--- src/rtl/dmag_pkg.sv ---
`timescale 1ns/1ps
package dmag_pkg;
    typedef enum logic [1:0] {
        ST_OFF   = 2'd0,
        ST_RUN   = 2'd1,
        ST_STALL = 2'd2
    } ctl_state_e;

    localparam int OFF_CTRL  = 'h00;
    localparam int OFF_PEND  = 'h04;
    localparam int OFF_DB    = 'h08;
    localparam int OFF_DBSET = 'h0C;
    localparam int OFF_PROG  = 'h1C;

    localparam int BIT_EN   = 0;
    localparam int BIT_AERR = 2;
    localparam int BIT_HALT = 3;
    localparam int BIT_FAST = 31;

    localparam int WIN_LG = 5;
endpackage

--- src/rtl/dmag_decode.sv ---
`timescale 1ns/1ps
module dmag_decode #(
    parameter int AW  = 13,
    parameter int NCH = 6
) (
    input  logic                 bus_wr,
    input  logic                 bus_rd,
    input  logic [AW-1:0]        bus_addr,
    output logic                 hit_ctrl,
    output logic                 hit_pend,
    output logic                 hit_db,
    output logic                 hit_dbset,
    output logic                 hit_prog,
    output logic                 ch_hit,
    output logic [AW-2-dmag_pkg::WIN_LG:0] ch_idx,
    output logic [NCH-1:0]       ch_sel,
    output logic [dmag_pkg::WIN_LG-1:0] ch_off
);
    import dmag_pkg::*;
    localparam int GW   = AW - 1;
    localparam int IDXW = AW - 1 - WIN_LG;

    logic          glb;
    logic [GW-1:0] goff;

    assign glb  = bus_addr[AW-1];
    assign goff = bus_addr[GW-1:0];

    assign hit_ctrl  = glb && (goff == GW'(OFF_CTRL));
    assign hit_pend  = glb && (goff == GW'(OFF_PEND));
    assign hit_db    = glb && (goff == GW'(OFF_DB));
    assign hit_dbset = glb && (goff == GW'(OFF_DBSET));
    assign hit_prog  = glb && (goff == GW'(OFF_PROG));

    assign ch_idx = bus_addr[AW-2:WIN_LG];
    assign ch_off = bus_addr[WIN_LG-1:0];
    assign ch_hit = !glb && (ch_idx < IDXW'(NCH));

    for (genvar g = 0; g < NCH; g++) begin : g_sel
        assign ch_sel[g] = (bus_wr || bus_rd) && ch_hit && (ch_idx == IDXW'(g));
    end
endmodule

--- src/rtl/dmag_fsm.sv ---
`timescale 1ns/1ps
module dmag_fsm (
    input  logic                  clk,
    input  logic                  rst_n,
    input  logic                  ctrl_we,
    input  logic                  wr_en,
    input  logic                  wr_halt,
    input  logic                  wr_aerr,
    input  logic                  halt_ev,
    input  logic                  aerr_ev,
    output dmag_pkg::ctl_state_e  st,
    output logic                  halt_q,
    output logic                  aerr_q,
    output logic                  enabled,
    output logic                  run_ok
);
    import dmag_pkg::*;

    ctl_state_e st_nxt;
    logic       en_nxt;
    logic       halt_nxt;
    logic       aerr_nxt;
    logic       fault_nxt;

    // next-state process
    always_comb begin
        en_nxt    = (st != ST_OFF);
        if (ctrl_we) en_nxt = wr_en;
        halt_nxt  = halt_ev | (halt_q & ~(ctrl_we & ~wr_halt));
        aerr_nxt  = aerr_ev | (aerr_q & ~(ctrl_we & ~wr_aerr));
        fault_nxt = halt_nxt | aerr_nxt;
        st_nxt    = st;
        unique case (st)
            ST_OFF: begin
                if (en_nxt) st_nxt = fault_nxt ? ST_STALL : ST_RUN;
            end
            ST_RUN: begin
                if (!en_nxt)        st_nxt = ST_OFF;
                else if (fault_nxt) st_nxt = ST_STALL;
            end
            ST_STALL: begin
                if (!en_nxt)         st_nxt = ST_OFF;
                else if (!fault_nxt) st_nxt = ST_RUN;
            end
            default: st_nxt = ST_OFF;
        endcase
    end

    // state register
    always_ff @(posedge clk or negedge rst_n) begin
        if (!rst_n) begin
            st     <= ST_OFF;
            halt_q <= 1'b0;
            aerr_q <= 1'b0;
        end else begin
            st     <= st_nxt;
            halt_q <= halt_nxt;
            aerr_q <= aerr_nxt;
        end
    end

    // outputs
    always_comb begin
        enabled = 1'b0;
        run_ok  = 1'b0;
        unique case (st)
            ST_OFF:   ;
            ST_RUN:   begin enabled = 1'b1; run_ok = 1'b1; end
            ST_STALL: enabled = 1'b1;
            default:  ;
        endcase
    end
endmodule

--- src/rtl/dmag_chan_track.sv ---
`timescale 1ns/1ps
module dmag_chan_track #(
    parameter int NCH = 6
) (
    input  logic           clk,
    input  logic           rst_n,
    input  logic [NCH-1:0] ev_done,
    input  logic [NCH-1:0] ev_halt,
    input  logic [NCH-1:0] ev_aerr,
    input  logic           pend_we,
    input  logic [NCH-1:0] pend_keep,
    input  logic [NCH-1:0] db_go,
    output logic [NCH-1:0] pend_q,
    output logic [NCH-1:0] active_q,
    output logic [NCH-1:0] start_q
);
    for (genvar g = 0; g < NCH; g++) begin : g_ch
        logic ev;
        logic p_r;
        logic a_r;
        logic s_r;
        assign ev = ev_done[g] | ev_halt[g] | ev_aerr[g];
        always_ff @(posedge clk or negedge rst_n) begin
            if (!rst_n) begin
                p_r <= 1'b0;
                a_r <= 1'b0;
                s_r <= 1'b0;
            end else begin
                p_r <= ev | (p_r & ~(pend_we & ~pend_keep[g]));
                a_r <= db_go[g] | (a_r & ~ev);
                s_r <= db_go[g];
            end
        end
        assign pend_q[g]   = p_r;
        assign active_q[g] = a_r;
        assign start_q[g]  = s_r;
    end
endmodule

--- src/rtl/dma_glb_ctrl.sv ---
`timescale 1ns/1ps
module dma_glb_ctrl #(
    parameter int NCH = 6,
    parameter int AW  = 13
) (
    input  logic              clk,
    input  logic              rst_n,
    input  logic              bus_wr,
    input  logic              bus_rd,
    input  logic [AW-1:0]     bus_addr,
    input  logic [31:0]       bus_wdata,
    output logic [31:0]       bus_rdata,
    output logic [NCH-1:0]    ch_sel,
    output logic [4:0]        ch_off,
    input  logic [NCH*32-1:0] ch_rdata,
    input  logic [NCH-1:0]    ev_done,
    input  logic [NCH-1:0]    ev_halt,
    input  logic [NCH-1:0]    ev_aerr,
    output logic [NCH-1:0]    fetch_start,
    output logic [NCH-1:0]    chan_prog,
    output logic              fast_mode,
    output logic              irq
);
    import dmag_pkg::*;
    localparam int IDXW = AW - 1 - WIN_LG;

    logic hit_ctrl, hit_pend, hit_db, hit_dbset, hit_prog, ch_hit;
    logic [IDXW-1:0] ch_idx;
    ctl_state_e st;
    logic halt_q, aerr_q, enabled, run_ok;
    logic ctrl_we;
    logic [NCH-1:0] pend_q, active_q, db_go;
    logic fast_q;
    logic [NCH-1:0] prog_q;
    logic unused_wdata;

    assign unused_wdata = ^bus_wdata;

    dmag_decode #(.AW(AW), .NCH(NCH)) u_dec (
        .bus_wr(bus_wr), .bus_rd(bus_rd), .bus_addr(bus_addr),
        .hit_ctrl(hit_ctrl), .hit_pend(hit_pend), .hit_db(hit_db),
        .hit_dbset(hit_dbset), .hit_prog(hit_prog),
        .ch_hit(ch_hit), .ch_idx(ch_idx), .ch_sel(ch_sel), .ch_off(ch_off)
    );

    assign ctrl_we = bus_wr && hit_ctrl;

    dmag_fsm u_fsm (
        .clk(clk), .rst_n(rst_n), .ctrl_we(ctrl_we),
        .wr_en(bus_wdata[BIT_EN]), .wr_halt(bus_wdata[BIT_HALT]),
        .wr_aerr(bus_wdata[BIT_AERR]),
        .halt_ev(|ev_halt), .aerr_ev(|ev_aerr),
        .st(st), .halt_q(halt_q), .aerr_q(aerr_q),
        .enabled(enabled), .run_ok(run_ok)
    );

    assign db_go = (bus_wr && hit_dbset && run_ok) ? bus_wdata[NCH-1:0] : '0;

    dmag_chan_track #(.NCH(NCH)) u_trk (
        .clk(clk), .rst_n(rst_n),
        .ev_done(ev_done), .ev_halt(ev_halt), .ev_aerr(ev_aerr),
        .pend_we(bus_wr && hit_pend), .pend_keep(bus_wdata[NCH-1:0]),
        .db_go(db_go),
        .pend_q(pend_q), .active_q(active_q), .start_q(fetch_start)
    );

    always_ff @(posedge clk or negedge rst_n) begin
        if (!rst_n) begin
            fast_q <= 1'b0;
            prog_q <= '0;
        end else begin
            if (ctrl_we)             fast_q <= bus_wdata[BIT_FAST];
            if (bus_wr && hit_prog)  prog_q <= bus_wdata[NCH-1:0];
        end
    end

    assign fast_mode = fast_q;
    assign chan_prog = prog_q;
    assign irq       = enabled && (|pend_q);

    always_comb begin
        bus_rdata = '0;
        if (ch_hit) begin
            for (int i = 0; i < NCH; i++) begin
                if (ch_idx == IDXW'(i)) bus_rdata = ch_rdata[i*32 +: 32];
            end
        end else if (hit_ctrl) begin
            bus_rdata[BIT_EN]   = enabled;
            bus_rdata[BIT_AERR] = aerr_q;
            bus_rdata[BIT_HALT] = halt_q;
            bus_rdata[BIT_FAST] = fast_q;
        end else if (hit_pend) begin
            bus_rdata[NCH-1:0] = pend_q;
        end else if (hit_db) begin
            bus_rdata[NCH-1:0] = active_q;
        end else if (hit_prog) begin
            bus_rdata[NCH-1:0] = prog_q;
        end
    end
endmodule

--- config.mk ---
export PLATFORM = sky130hd
export DESIGN_NAME = dma_glb_ctrl
export DESIGN_NICKNAME = d
export VERILOG_FILES = /design/src/rtl/dmag_pkg.sv /design/src/rtl/dmag_decode.sv /design/src/rtl/dmag_fsm.sv /design/src/rtl/dmag_chan_track.sv /design/src/rtl/dma_glb_ctrl.sv
export SDC_FILE = /design/constraint.sdc
export NUM_CORES = 1
export LEC_CHECK = 0
export BUFFER_PORTS_ARGS = -buffer_cell sky130_fd_sc_hd__buf_4
export CORE_AREA = 2 2 121 123
export DETAILED_ROUTE_END_ITERATION = 8
export DIE_AREA = 0 0 123 125
export PLACE_DENSITY = 0.57
export SYNTH_ARGS = -nofsm -noshare
export SYNTH_HDL_FRONTEND = slang
export SYNTH_SLANG_ARGS = --single-unit
--- constraint.sdc ---
create_clock -name clk -period 2.2 [get_ports clk]
set_input_delay 0.22 -clock clk [delete_from_list [all_inputs] [get_ports clk]]
set_output_delay 0.22 -clock clk [all_outputs]
set_load 0.005 [all_outputs]
Word level (Yosys, flattened, before mapping) --
Index checks and enable logic that the tools add are counted.
Operators by class: mux-type cells 28, reductions and logical operators 30, eq/ne operators 14, order comparisons 1, bitwise logic cells 69
Operators by type and width (count):
- $mux W32 | 6
- $mux W6 | 5
- $or A1 B1 Y1 | 27
- $mux W25 | 1
- $eq A12 B4 Y1 const B | 2
- $and A1 B1 Y1 | 22
- $not A1 Y1 | 20
- $logic_and A1 B1 Y1 | 19
- $reduce_or A6 Y1 | 3
- $mux W2 | 8
- $eq A7 B2 Y1 const B | 2
- $eq A7 B3 Y1 const B | 2
- $eq A12 B3 Y1 const B | 1
- $eq A12 B5 Y1 const B | 1
- $logic_not A12 Y1 | 1
- $eq A7 B1 Y1 const B | 1
- $logic_not A7 Y1 | 1
- $lt A7 B3 Y1 const B | 1
- $mux W1 | 7
- $ne A3 B3 Y1 const B | 2
- $pmux W2 S3 | 1
- $reduce_and A3 Y1 | 1
- $eq A2 B1 Y1 const B | 1
- $eq A2 B2 Y1 const B | 1
- other kinds (6) | 6
Storage, ports and cells: output and inout port bits 57, register bits 29, bits of input ports 259, logic and storage cells 165

Depth between registers and ports, before layout --
depth after elaboration 11, depth in mapped cells 9, gate-level depth less buffers 7

Cells and area by module --
Synthesis repeated with hierarchy kept, for this count alone.
Second synthesis, totals: cells, all modules 379, area, all modules 3504.6 µm²
By module, submodules not included:
- dma_glb_ctrl | area each 2108.3 µm², times used 1, cells an instance 244, sequential area each 175.2 µm²
- dmag_chan_track | area each 780.7 µm², times used 1, cells an instance 66, sequential area each 450.4 µm²
- dmag_decode | area each 312.8 µm², times used 1, cells an instance 39, sequential area each 0.0 µm²
- dmag_fsm | area each 302.8 µm², times used 1, cells an instance 30, sequential area each 100.1 µm²

Worst setup path before layout --
No wires, ideal clock.
path kind in2reg, start point in bus_addr[9], end point reg u_fsm.st[0], required time 2.072 ns, setup time 0.128 ns, path buffers 1, cell stages on the path 8, path slack -0.050 ns, data arrival time 2.122 ns, cell sequence or4_4 buf_6 nor4_4 a21oi_2 nor2_4 mux2i_1 a21oi_2 mux2_1
On the way: longest elaborated chain between the ends 11, elaborated cells on any way between the ends 22, classes of those cells 3 x eq/ne; 6 x mux; 9 x bitwise; 4 x reduce/logical
RTL lines:
- start: declaration | RTL line dma_glb_ctrl.sv:10 | input logic [AW-1:0] bus_addr,
- $logic_not A12 Y1 (*) | RTL line dmag_decode.sv:29 | assign hit_ctrl = glb && (goff == GW'(OFF_CTRL));
- $logic_and A1 B1 Y1 (*) | RTL line dmag_decode.sv:29
- $logic_and A1 B1 Y1 (*) | RTL line dma_glb_ctrl.sv:46 | assign ctrl_we = bus_wr && hit_ctrl;
- $and A1 B1 Y1 (*) | RTL line dmag_fsm.sv:29 | halt_nxt = halt_ev | (halt_q & ~(ctrl_we & ~wr_halt));
- $not A1 Y1 (*) | RTL line dmag_fsm.sv:29
- $and A1 B1 Y1 (*) | RTL line dmag_fsm.sv:29
- $or A1 B1 Y1 (*) | RTL line dmag_fsm.sv:29
- net u_fsm.halt_nxt | RTL line dmag_fsm.sv:21 | logic halt_nxt;
- $or A1 B1 Y1 (*) | RTL line dmag_fsm.sv:31 | fault_nxt = halt_nxt | aerr_nxt;
- $mux W2 (2 in a row) | RTL line dmag_fsm.sv:35 | if (en_nxt) st_nxt = fault_nxt ? ST_STALL : ST_RUN;
- $pmux W2 S3 | RTL line dmag_fsm.sv:33 | unique case (st)
- end signal: assignment | RTL line dmag_fsm.sv:56 | st <= st_nxt;
- end: declaration | RTL line dmag_fsm.sv:11 | output dmag_pkg::ctl_state_e st,
The timed path passes the listed nets; every way through them passes the cells marked *. The select of a mux whose other input is x is not followed. A chain may end at the register's enable or synchronous reset.

Worst setup path after layout --
start point in bus_addr[9], end point out bus_rdata[5]
On the way: longest elaborated chain between the ends 8, elaborated cells on any way between the ends 27, classes of those cells 1 x order compare; 8 x eq/ne; 11 x mux; 7 x reduce/logical
RTL lines:
- $logic_not A7 Y1 | RTL line dma_glb_ctrl.sv:85 | if (ch_idx == IDXW'(i)) bus_rdata = ch_rdata[i*32 +: 32];
- $mux W32 (6 in a row) | RTL line dma_glb_ctrl.sv:85
- $mux W6 (*) | RTL line dma_glb_ctrl.sv:83 | if (ch_hit) begin
- end: declaration | RTL line dma_glb_ctrl.sv:12 | output logic [31:0] bus_rdata,
Mark *: on every way between the ends. The rest lies on a longest branch, timed or not.

==> results.txt <==
post-synthesis area per instance = 7.69 µm²
Tot GR Track Use = 0.205
Die Y = 125 µm
Longest Clk Path Bufs = 2
pwr dens = 350 nW/µm²
critical path's top delay family = simple AND/OR/NAND/NOR gates
Netlist cell types = 49
Final Critical Period = 2.25 ns
Final Hold Fails = 0
Cells after Synth = 416
initial cell density of the core = 0.225
share of cells above drive strength 1 = 0.574
status = complete, but fails checks
Layout Cells excl Fill = 903
HP Class = input pin to flip-flop
Cell Area, Synth = 3200 µm²
clk root buf = clkbuf_16
H-Tree Depth = 2
EDFF count, synth = 0
FF-to-FF path depth = 6
sequential area share after synthesis = 0.227
hold worst-path end = u_trk.g_ch[1].p_r$_DFF_PN0_
row count = 44
Final setup violation count = 4
Crit Reg-Reg Endpoint = u_fsm.st[0]$_DFFE_PN0P_
hold depth = 3
count of pins over their slew limit = 0
Post-Place Setup Slack = -0.176 ns
I/O pin count = 316
largest net degree at the start of global routing = 30
ant diodes = 0
die area = 15400 µm²
critical-path cell list = buf_6, or4_4, buf_12, nand4b_1, nor2_1, and2_4, a222oi_1, o21ai_1, buf_4
worst reg-to-reg setup slack = 0.45 ns
fmax = 444 MHz
Die Width = 123 µm
initial drt markers = 218
Compound-Gate Fraction of Synth Area = 0.267
Setup Skew = 0.00482 ns
critical path launch point type = input pin
# clock sinks = 29
Post-Route WL = 16.8 mm
HP Start = ev_done[1]
first-pass GRT wire length = 24.7 mm
largest family of logic cells by synthesized area = compound AO/OA/AOI/OAI gates
Slowest cell on crit path = or4_4
WS Path Type = input pin to primary output
Port-buffer cells = 290
Reg clk slew, reported paths = 0.05 ns
clock buffer count from CTS = 5
vias per cell = 5.02
Critical Path RT = 1.98 ns
DRC = 0
Critical path buffers and inverters = 3
unrepaired setup endpoints after global routing = yes
fin crit share = 1.02
antenna violations before repair = 0
HPWL Detailed = 13.5 mm
critical path arrival = 2.03 ns
Leakage = 0.00302 µW
adder-cell share of the synthesized area = 0.0156
critical path endpoint category = primary output
area of the core = 14200 µm²
Skew-Pair Late Insertion Delay = 0.27 ns
residual overflow from global routing = 0
Area growth, synth to finish = 99.1%
Seq cells post-synth = 29
Synth Area in XOR/XNOR = 0
vias = 4529
Final ANT Viol Nets = 0
CP max stage delay = 0.55 ns
Max IR drop VDD = 0.000549 V
most common flop cell mapped by yosys = dfrtp_1
r2r startpoint = u_fsm.aerr_q$_DFF_PN0_
Final WS setup = -0.0511 ns
Placed Cells = 886
MaxCap Viol Count = 0
YS warnings = 0
vias in the first global route = 4698
CTS tree = yes
# fillers = 1424
crit path max fanout = 14
nets = 981
Rel. slew slack = 0.580
Worst Tran Pin Value = 0.627 ns
number of detailed-route iterations in the first pass = 5
violated checks = setup timing
post-synthesis mux area share = 0.214
Simple-Gate Fraction of Synth Area = 0.207
RD Place Congestion = 0.915
Syn Nets = 679
asr flop ratio synth = 1.00
Routed wire per std cell = 18.6 µm
==> worst max path at each step <==
stage	cells after the start	from	to
after global placement	8	bus_addr[9]	bus_rdata[3]
after floorplan	8	bus_addr[5]	u_fsm.st[0]$_DFFE_PN0P_
final	9	bus_addr[9]	bus_rdata[5]
after CTS	9	bus_addr[9]	bus_rdata[3]
after detailed placement	9	bus_addr[9]	u_fsm.st[0]$_DFFE_PN0P_
after global routing	9	bus_addr[9]	bus_rdata[3]
==> cells in the mapped netlist (all sizes together), types with 2 or more instances <==
cell / n / area (µm²)
a21oi: 62 / 322
mux2i: 55 / 551
nor2: 52 / 203
dfrtp: 29 / 726
clkbuf: 24 / 90.1
nand2: 23 / 86.3
o21ai: 22 / 110
o22ai: 21 / 131
buf: 19 / 120
mux2: 12 / 135
nor3: 11 / 60.1
o32ai: 10 / 87.6
and2: 7 / 43.8
or4: 7 / 56.3
a21o: 6 / 45.0
a222oi: 6 / 60.1
nor4: 6 / 52.6
nor2b: 5 / 31.3
a31oi: 4 / 25.0
ha: 4 / 50.1
nand2b: 3 / 18.8
nand3: 3 / 15.0
nor3b: 3 / 22.5
inv: 2 / 7.51
nand4: 2 / 12.5
o211ai: 2 / 15.0
o221ai: 2 / 17.5
or2: 2 / 12.5
==> where the power goes <==
part | switching (µW) | internal [µW] | total [µW]
clock network | 248 | 535 | 782
registers | 19.3 | 551 | 570
logic | 372 | 508 | 879
total | 638 | 1590 | 2230
==> sequential cells by signal, indices dropped and copies added (netlist names) <==
register and cells:
chan_prog 6, u_trk.g_ch.a_r 6, u_trk.g_ch.p_r 6, u_trk.g_ch.s_r 6, u_fsm.st 2, fast_mode 1
u_fsm.aerr_q 1, u_fsm.halt_q 1
==> tightest hold or removal path: cells and delay by family <==
kind / cells / cell delay [ns]
buffers and inverters: 1 / 0.08
and+or+nand+nor: 2 / 0.10
==> kinds of logic (layout without fill, tap and decap cells) <==
logic type	after synthesis	in the layout
buffers and inverters	46	349
muxes	67	67
and+or+nand+nor	130	130
adders and majority gates	4	4
DFF	29	29
AOI/OAI and AO/OA	140	140
==> cell type report <==
type                       count  area, µm²  area share
inverter                       3       15.0     0.00236
clock buffer                   5        125      0.0196
sequential                    29        726       0.114
tap                          184        230      0.0361
multi-input combinational    341       2550       0.401
clock inverter                 3       46.3     0.00727
timing repair buffer         338       2670       0.420
==> timing repair <==
action	4_1_cts	5_1_grt
setup endpoints to repair	36	27
gates resized for setup	45	29
buffers inserted	6	1
hold buffers	1	0
gates cloned	1	0
endpoints found under the hold margin	29	0
pin swaps	25	11
==> cells in the final DEF, fill, tap and decap left out, drive strengths merged, types with 7 or more instances in the layout <==
master and count:
dfrtp 29, o21ai 22, o32ai 10, mux2 12
a21oi 62, and2 7, buf 337, mux2i 55
nor3 11, nor2 52, o22ai 21, or4 7
nand2 23
==> routing by layer <==
metal  global-route usage  part of all wire  vias to the layer above
met3               0.0411             0.086                       18
met5                    0                 0                        -
met4               0.0541             0.018                        0
met2                0.388              0.53                      227
li1                     -                 -                     2161
met1                0.228              0.36                     2123
==> metrics by stage <==
step	setup TNS (ns)	instance area, µm²	hold slack [ns]	total power, µW	util
after floorplan	0	3200	-0.0756	918	-
final	-0.168	6370	0.152	2230	0.448
after CTS	-0.278	6200	0.150	2220	0.436
after detailed placement	-3.77	5770	0.171	1410	0.406
after global placement	-3.70	5770	0.162	1390	0.406
after global routing	-1.43	6370	0.169	2340	0.448
No activity file was read; power rests on OpenSTA's default activity.
